## src/rtl/pbs_pkg.sv

```systemverilog
package pbs_pkg;
  typedef enum logic [1:0] {
    OP_NONE = 2'd0,
    OP_RD   = 2'd1,
    OP_WR   = 2'd2
  } op_e;

  typedef enum logic [1:0] {
    BK_IDLE = 2'd0,
    BK_RD   = 2'd1,
    BK_WR   = 2'd2
  } bkind_e;
endpackage

```

## src/rtl/pbs_cmd_decode.sv

```systemverilog
module pbs_cmd_decode
  import pbs_pkg::*;
#(
  parameter int AW = 6,
  parameter int NB = 2
) (
  input  logic          sleep,
  input  logic          cs_n,
  input  logic          cs,
  input  logic          adv,
  input  logic          we_n,
  input  logic [NB-1:0] bw_n,
  input  logic [AW-1:0] addr,
  input  bkind_e        bkind_q,
  input  logic [AW-3:0] base_hi_q,
  input  logic [1:0]    cnt_q,
  output op_e           op,
  output logic [AW-1:0] eff_addr,
  output logic [NB-1:0] mask,
  output logic          upd,
  output bkind_e        bkind_d
);
  always_comb begin
    op       = OP_NONE;
    mask     = '0;
    upd      = 1'b0;
    bkind_d  = bkind_q;
    eff_addr = {base_hi_q, 2'(cnt_q + 2'd1)};
    if (sleep) begin
      bkind_d = BK_IDLE;
    end else if (!adv) begin
      if (!cs_n && cs) begin
        upd      = 1'b1;
        eff_addr = addr;
        if (!we_n) begin
          op      = OP_WR;
          mask    = ~bw_n;
          bkind_d = BK_WR;
        end else begin
          op      = OP_RD;
          bkind_d = BK_RD;
        end
      end else begin
        bkind_d = BK_IDLE;
      end
    end else begin
      case (bkind_q)
        BK_RD: begin
          op  = OP_RD;
          upd = 1'b1;
        end
        BK_WR: begin
          op   = OP_WR;
          mask = ~bw_n;
          upd  = 1'b1;
        end
        default: op = OP_NONE;
      endcase
    end
  end
endmodule

```

## src/rtl/pbs_burst_addr.sv

```systemverilog
module pbs_burst_addr
  import pbs_pkg::*;
#(
  parameter int AW = 6
) (
  input  logic          clk,
  input  logic          rst_n,
  input  logic          cke,
  input  logic          upd,
  input  logic [AW-1:0] eff_addr,
  input  bkind_e        bkind_d,
  output bkind_e        bkind_q,
  output logic [AW-3:0] base_hi_q,
  output logic [1:0]    cnt_q
);
  logic [AW-3:0] base_hi_d;
  logic [1:0]    cnt_d;

  always_comb begin
    base_hi_d = base_hi_q;
    cnt_d     = cnt_q;
    if (upd) begin
      base_hi_d = eff_addr[AW-1:2];
      cnt_d     = eff_addr[1:0];
    end
  end

  always_ff @(posedge clk or negedge rst_n) begin
    if (!rst_n) begin
      bkind_q   <= BK_IDLE;
      base_hi_q <= '0;
      cnt_q     <= '0;
    end else if (cke) begin
      bkind_q   <= bkind_d;
      base_hi_q <= base_hi_d;
      cnt_q     <= cnt_d;
    end
  end
endmodule

```

## src/rtl/pbs_data_pipe.sv

```systemverilog
module pbs_data_pipe
  import pbs_pkg::*;
#(
  parameter int AW = 6,
  parameter int NB = 2
) (
  input  logic            clk,
  input  logic            rst_n,
  input  logic            cke,
  input  op_e             op_in,
  input  logic [AW-1:0]   addr_in,
  input  logic [NB-1:0]   mask_in,
  input  logic [8*NB-1:0] wdata,
  output op_e             s1_op,
  output logic [AW-1:0]   s1_addr,
  output logic [NB-1:0]   s1_mask,
  output op_e             s2_op,
  output logic            drv_q,
  output logic [8*NB-1:0] dout_q
);
  localparam int DEPTH = 1 << AW;
  localparam int DW    = 8 * NB;

  logic [AW-1:0] s2_addr;
  logic [NB-1:0] s2_mask;
  logic [DW-1:0] rd_word;
  logic [DW-1:0] dout_d;
  logic          drv_d;

  for (genvar b = 0; b < NB; b++) begin : g_lane
    logic [7:0] lane_mem [DEPTH];
    always_ff @(posedge clk) begin
      if (cke && (s2_op == OP_WR) && s2_mask[b])
        lane_mem[s2_addr] <= wdata[8*b +: 8];
    end
    assign rd_word[8*b +: 8] = lane_mem[s2_addr];
  end

  always_comb begin
    drv_d  = (s2_op == OP_RD);
    dout_d = (s2_op == OP_RD) ? rd_word : dout_q;
  end

  always_ff @(posedge clk or negedge rst_n) begin
    if (!rst_n) begin
      s1_op   <= OP_NONE;
      s1_addr <= '0;
      s1_mask <= '0;
      s2_op   <= OP_NONE;
      s2_addr <= '0;
      s2_mask <= '0;
      drv_q   <= 1'b0;
      dout_q  <= '0;
    end else if (cke) begin
      s1_op   <= op_in;
      s1_addr <= addr_in;
      s1_mask <= mask_in;
      s2_op   <= s1_op;
      s2_addr <= s1_addr;
      s2_mask <= s1_mask;
      drv_q   <= drv_d;
      dout_q  <= dout_d;
    end
  end
endmodule

```

## src/rtl/pbsram_ctrl.sv

```systemverilog
module pbsram_ctrl
  import pbs_pkg::*;
#(
  parameter int ADDR_W = 6,
  parameter int BYTES  = 2
) (
  input  logic                 clk,
  input  logic                 rst_n,
  input  logic                 cken_n,
  input  logic                 cs_n,
  input  logic                 cs,
  input  logic                 adv,
  input  logic                 we_n,
  input  logic [BYTES-1:0]     bw_n,
  input  logic [ADDR_W-1:0]    addr,
  input  logic                 oe_n,
  input  logic                 sleep,
  input  logic [8*BYTES-1:0]   wdata,
  output logic [8*BYTES-1:0]   rdata,
  output logic                 dq_oe
);
  logic [1:0]        rs_q;
  logic              rst_s_n;
  logic              cke;
  op_e               cmd_op;
  logic [ADDR_W-1:0] eff_addr;
  logic [BYTES-1:0]  cmd_mask;
  logic              upd;
  bkind_e            bkind_d;
  bkind_e            bkind_q;
  logic [ADDR_W-3:0] base_hi_q;
  logic [1:0]        cnt_q;
  op_e               s1_op;
  logic [ADDR_W-1:0] s1_addr;
  logic [BYTES-1:0]  s1_mask;
  op_e               s2_op;
  logic              drv_q;

  always_ff @(posedge clk or negedge rst_n) begin
    if (!rst_n) rs_q <= 2'b00;
    else        rs_q <= {rs_q[0], 1'b1};
  end
  assign rst_s_n = rs_q[1];
  assign cke     = !cken_n;

  pbs_cmd_decode #(.AW(ADDR_W), .NB(BYTES)) dec_i (
    .sleep(sleep), .cs_n(cs_n), .cs(cs), .adv(adv), .we_n(we_n),
    .bw_n(bw_n), .addr(addr), .bkind_q(bkind_q), .base_hi_q(base_hi_q),
    .cnt_q(cnt_q), .op(cmd_op), .eff_addr(eff_addr), .mask(cmd_mask),
    .upd(upd), .bkind_d(bkind_d)
  );

  pbs_burst_addr #(.AW(ADDR_W)) bctr_i (
    .clk(clk), .rst_n(rst_s_n), .cke(cke), .upd(upd), .eff_addr(eff_addr),
    .bkind_d(bkind_d), .bkind_q(bkind_q), .base_hi_q(base_hi_q), .cnt_q(cnt_q)
  );

  pbs_data_pipe #(.AW(ADDR_W), .NB(BYTES)) pipe_i (
    .clk(clk), .rst_n(rst_s_n), .cke(cke), .op_in(cmd_op),
    .addr_in(eff_addr), .mask_in(cmd_mask), .wdata(wdata),
    .s1_op(s1_op), .s1_addr(s1_addr), .s1_mask(s1_mask), .s2_op(s2_op),
    .drv_q(drv_q), .dout_q(rdata)
  );

  assign dq_oe = drv_q && !oe_n && !sleep;
endmodule

```

## config.mk

```make
export PLATFORM = sky130hd
export DESIGN_NAME = pbsram_ctrl
export DESIGN_NICKNAME = d
export VERILOG_FILES = /design/src/rtl/pbs_pkg.sv /design/src/rtl/pbs_cmd_decode.sv /design/src/rtl/pbs_burst_addr.sv /design/src/rtl/pbs_data_pipe.sv /design/src/rtl/pbsram_ctrl.sv
export SDC_FILE = /design/constraint.sdc
export NUM_CORES = 1
export LEC_CHECK = 0
export BUFFER_PORTS_ARGS = -buffer_cell sky130_fd_sc_hd__buf_2
export CORE_UTILIZATION = 53
export DETAILED_ROUTE_END_ITERATION = 10
export PLACE_DENSITY = 0.69
export SYNTH_ARGS = -nofsm -noshare
export SYNTH_HDL_FRONTEND = slang
export SYNTH_SLANG_ARGS = --single-unit
```

## constraint.sdc

```tcl
create_clock -name clk -period 2 [get_ports clk]
set_clock_uncertainty 0.15 [all_clocks]
set_input_delay 0.1 -clock clk [delete_from_list [all_inputs] [get_ports clk]]
set_output_delay 0.1 -clock clk [all_outputs]
set_load 0.05 [all_outputs]
```

* Yosys cells after proc, flatten, opt, wreduce, memory -nomap -nowiden
Memories as Yosys holds them, arrays and structs flattened. A register that Yosys moved wholly into a read port is not among the register bits.
Index checks and enable logic that the tools add are counted.
W data, S select, Z words.
** Storage, ports and cells
- Register bits :: 31
- Latch bits :: 0
- Memory bits (writable) :: 1024
- Bits in read-only memories :: 0
- Input bits :: 33
- Output and inout bits :: 17
- Word-level logic and storage cells :: 60
- Memories :: 2
** Memories
- pipe_i.g_lane[0].lane_mem :: depth 64, width 8, rd ports 1, clocked after memory_dff 1, write ports 1, RTL line pbs_data_pipe.sv:31 : logic [7:0] lane_mem [DEPTH];
- pipe_i.g_lane[1].lane_mem :: depth 64, width 8, rd ports 1, clocked after memory_dff 1, write ports 1, RTL line pbs_data_pipe.sv:31
** Cells by class
- Add/sub/neg operators :: 1
- Multipliers :: 0
- Divide/modulo/power cells :: 0
- Magnitude comparators :: 0
- Equal/unequal tests :: 5
- Shifts and indexed selects :: 0
- Mux-type cells :: 23
- Bitwise gates (word level) :: 2
- Reductions and logical operators :: 16
** Operators with widths (count)
- $mux W2 :: 11
- $mux W6 :: 3
- $mux W1 :: 8
- $logic_and A1 B1 Y1 :: 6
- $logic_not A1 Y1 :: 6
- $reduce_and A2 Y1 :: 3
- $eq A2 B1 Y1 const B :: 2
- $eq A2 B2 Y1 const B :: 2
- $pmux W2 S2 :: 1
- $add A2 B1 Y2 const B :: 1
- $ne A2 B1 Y1 const B :: 1
- $not A2 Y2 :: 1
- $reduce_or A2 Y1 :: 1
- $not A1 Y1 :: 1

* Depth between registers and ports, before layout
- Word-level depth :: 6
- Depth in mapped cells :: 11
- Gate-level depth less buffers :: 7

* Cells and area by module
Synthesis repeated with hierarchy kept, for this count alone.
** Unflattened totals
- Cells, all modules :: 2385
- Area, all modules :: 42067.8 µm²
** By module, submodules not included
- pbs_data_pipe :: times used 1, cells each 2334, area each 41434.7 µm², seq. area each 31675.4 µm²
- pbs_burst_addr :: times used 1, cells each 17, area each 324.1 µm², seq. area each 200.2 µm²
- pbs_cmd_decode :: times used 1, cells each 29, area each 239.0 µm², seq. area each 0.0 µm²
- pbsram_ctrl :: times used 1, cells each 5, area each 70.1 µm², seq. area each 50.0 µm²

* Least setup slack after synthesis
OpenSTA, ideal clock, no wires.
- Kind :: reg2reg
- From :: reg pipe_i.s2_addr[0]
- To :: mem pipe_i.g_lane[1].lane_mem[39][0] (enable)
- Library setup time :: 0.370 ns
- Arrival :: 2.105 ns
- Data required time :: 1.480 ns
- Slack :: -0.625 ns
- Stages on the path, launching flop included :: 10
- Path buffers :: 7
- Period minus slack after synthesis :: 2.625 ns
- Cells stage by stage :: dfrtp_1 > buf_6 > buf_6 > buf_6 > buf_4 > buf_6 > buf_2 > buf_2 > nand3_1 > nor2_1
** RTL lines
- start, declared :: RTL line pbs_data_pipe.sv:24 : logic [AW-1:0] s2_addr;
- start signal, assigned :: RTL line pbs_data_pipe.sv:59 : s2_addr <= s1_addr;
- end, declared :: RTL line pbs_data_pipe.sv:31
No word-level cell before the write port.

==> out/summary.txt <==
outcome -> finished with violations
failing checks -> negative setup slack
Tmin final -> 2.73 ns
Flop pwr share -> 37.7%
antenna violations before repair -> 0
GRT Overall Usage -> 31.0%
startpoint class of the critical path -> flop
io pins -> 50
CTS tree -> done
R2R Setup Slk -> -0.73 ns
Primary FF master, synth -> edfxtp_1
die extent in x -> 283 um
fmax -> 0.367 GHz
Vias/cell -> 6.51
Net Count, Synth -> 2339
row count -> 102
multiplexer area fraction after synthesis -> 10.8%
Switching Share -> 31.0%
clock tree sinks -> 1071
largest fanout on the critical path -> 12
synthesized instance count -> 2304
slew margin rel. -> 53.4%
worst setup path startpoint -> pipe_i.s2_addr[2]$_DFFE_PN0N_
Die Y -> 283 um
Worst-path clk slew -> 0.06 ns
largest family of logic cells by synthesized area -> multiplexers
core area -> 77700 sq um
CP Capture Type -> flop
Avg Synthesized Cell Area -> 18.2 sq um
Cell variety after synth -> 65
Synth Area in Adders -> 0.0598%
switching pwr -> 20.8 mW
VDD IR-drop max -> 0.859 mV
Worst EP required -> 2.41 ns
Detail Route Antenna Nets -> 0
die area -> 80000 sq um
sequential area share after synthesis -> 76.3%
cts bufs inserted -> 106
Compound-Gate Fraction of Synth Area -> 7.28%
pin count of the biggest net entering global routing -> 65
asr flop ratio synth -> 4.39%
Bufs on Longest Clock Path -> 3
RD Place Congestion -> 0.954
WL per Instance -> 31.4 um
Routed WL -> 127000 um
synth warn -> 0
TritonRoute pass-1 iters -> 7
first-pass GRT wire length -> 180000 um
P_int -> 46.2 mW
fin. max-slew vios -> 0
number of synthesized flops with an enable pin -> 1024
Inst Count DP -> 3707
R2R depth -> 8
Worst Setup Path Type -> flop to flop
worst slack at placement -> -0.983 ns
via count -> 26262
Root Driver -> clkbuf_16
nets@finish -> 2944
clock power share -> 30.0%
combinational power share -> 32.3%
vias in the first global route -> 26004
clk_lat worst skew -> 0.68 ns
Tightest Pin Transition -> 0.698 ns
Final Worst Setup Slack -> -0.726 ns
Crit Reg-Reg Startpoint -> pipe_i.s2_addr[2]$_DFFE_PN0N_
Post-Syn Area -> 41800 sq um
RSZ-0062 raised after global routing -> true
I/O Buffers -> 49
Worst setup endpoint -> pipe_i.dout_q[15]$_DFFE_PN0P_
#FFs+latches synth -> 1071
Final period util -> 136%
Final Hold Fails -> 0
Leakage -> 18.6 nW
synthesis-to-layout area growth -> 32.3%
Post-Synth XOR/XNOR Area -> 0.0209%
drt drc -> 0
Max Cap Viol -> 0
post-route insts no fill -> 4034
simple-gate share of the synthesized area -> 3.56%
r2r endpoint -> pipe_i.dout_q[15]$_DFFE_PN0P_
type of the tightest min-delay check -> input port to flop
number of DRC markers in iteration 0 -> 3133
Power Dens Cells -> 1210 nW/um^2
share of cells above drive strength 1 -> 41.7%
HPWL Detailed -> 78500 um
initial core utilization -> 53.8%
H-tree depth -> 3
critical path arrival -> 3.13 ns
# setup viols final -> 1045
grt ovf -> 0
per-layer routing:
metal / vias up / GRT usage, % / wire length (um)
met4: 0 / 13.0 / 6140
met2: 1737 / 50.5 / 62000
li1: 10678 / - / -
met3: 342 / 5.10 / 11700
met1: 13505 / 41.7 / 46800
met5: - / 0 / 0
power groups by stage:
stage | registers, mW | logic, mW | clock network (mW)
2_1_floorplan | 26.1 | 8.76 | 0
3_3_place_gp | 25.7 | 16.9 | 0
3_5_place_dp | 25.7 | 17.1 | 0
4_1_cts | 25.2 | 19.7 | 20.2
5_1_grt | 25.2 | 22.1 | 21.0
6_report | 25.2 | 21.6 | 20.1
sequential cells by signal (all words and copies together) (netlist names), 4 cells and up:
register                count
pipe_i.dout_q              16
bctr_i.base_hi_q            4
pipe_i.g_lane.lane_mem   1024
pipe_i.s2_addr              6
pipe_i.s1_addr              6
what timing repair did:
action	in CTS	in global routing
setup endpoints to repair	1030	1047
hold buffers	45	0
gates cloned	9	4
setup buffers	47	32
resized for setup	219	153
endpoints found under the hold margin	1040	0
pin swaps	51	79
synthesized netlist by cell type, drive strengths merged, types with 36 or more instances:
cell type | number | area share, %
o22ai | 36 | 0.54
a21oi | 58 | 0.69
o21ai | 66 | 0.79
a221oi | 98 | 2.1
edfxtp | 1024 | 74
clkbuf | 52 | 0.47
mux2i | 104 | 2.5
nand2 | 75 | 0.67
buf | 94 | 1.4
nor2 | 196 | 1.8
mux2 | 93 | 2.5
dfrtp | 47 | 2.8
mux4 | 108 | 5.8
a22oi | 59 | 1.1
how the worst min path moves through the flow:
stage                from                     endpoint  slack, ns  cells past startpoint
detailed placement  rst_n            rs_q[0]$_DFF_PN0_      -0.26                      1
global route         cs_n  bctr_i.cnt_q[0]$_DFFE_PN0P_        0.1                      7
finish               cs_n  bctr_i.cnt_q[0]$_DFFE_PN0P_       0.04                      7
CTS                  cs_n  bctr_i.cnt_q[0]$_DFFE_PN0P_      0.006                      7
floorplan           rst_n            rs_q[0]$_DFF_PN0_      -0.35                      0
global placement    rst_n            rs_q[0]$_DFF_PN0_      -0.26                      1
critical path: stages, from the launching register on:
cell	delay [ns]
dfrtp_4	0.45
buf_12	0.15
buf_12	0.16
mux2_2	0.35
a221oi_1	0.32
a21oi_1	0.15
a21oi_1	0.35
o21ai_1	0.15
o32a_1	0.35
layout make-up:
cell class	count	area (sq um)
Sequential cell	1071	31900
Fill cell	4547	22400
Multi-Input combinational cell	1079	11100
Timing Repair Buffer	643	7480
Clock buffer	130	2800
Tap cell	1040	1300
Clock inverter	62	692
Inverter	8	43.8
Antenna cell	1	2.50
cell families after synthesis:
group	Yosys count
buf+inv	154
xor+xnor	1
mux	305
fa+ha+maj	2
flops	1071
simple gates	348
compound gates	422
other cells	1
stage by stage:
stage	utilization, %	setup TNS, ns	hold WS (ns)	cell area [sq um]	total power [mW]
after detailed placement	62.6	-403.56	-0.264	48600	42.8
final	71.2	-295.28	0.0424	55300	66.9
after global routing	71.2	-310.82	0.0967	55300	68.4
after floorplan	-	-196.99	-0.346	42800	34.8
after global placement	62.6	-403.04	-0.265	48600	42.6
after CTS	69.7	-282.07	0.00585	54200	65.1
cells in the final DEF, fill, tap and decap left out, types with 8 or more instances in the layout:
| cell type | count |
|---|---|
| a21oi_1 | 51 |
| a221o_1 | 10 |
| a221oi_1 | 50 |
| a221oi_2 | 44 |
| a22o_1 | 11 |
| a22oi_1 | 47 |
| a22oi_2 | 12 |
| a31oi_1 | 12 |
| buf_12 | 155 |
| buf_16 | 10 |
| buf_2 | 50 |
| buf_4 | 297 |
| buf_6 | 65 |
| buf_8 | 11 |
| bufinv_16 | 14 |
| clkbuf_1 | 19 |
| clkbuf_16 | 111 |
| clkinv_1 | 17 |
| clkinv_2 | 21 |
| dfrtp_1 | 43 |
| dlygate4sd3_1 | 45 |
| edfxtp_1 | 1024 |
| mux2_2 | 86 |
| mux2i_1 | 93 |
| mux2i_4 | 8 |
| mux4_2 | 108 |
| nand2_1 | 50 |
| nand2_2 | 12 |
| nand3_1 | 20 |
| nor2_1 | 74 |
| nor2_2 | 11 |
| nor2_4 | 111 |
| o211ai_1 | 9 |
| o21ai_0 | 39 |
| o21ai_1 | 20 |
| o22a_1 | 8 |
| o22ai_1 | 24 |
| o22ai_2 | 12 |
| o32a_1 | 10 |
No activity file was read; power rests on OpenSTA's default activity.
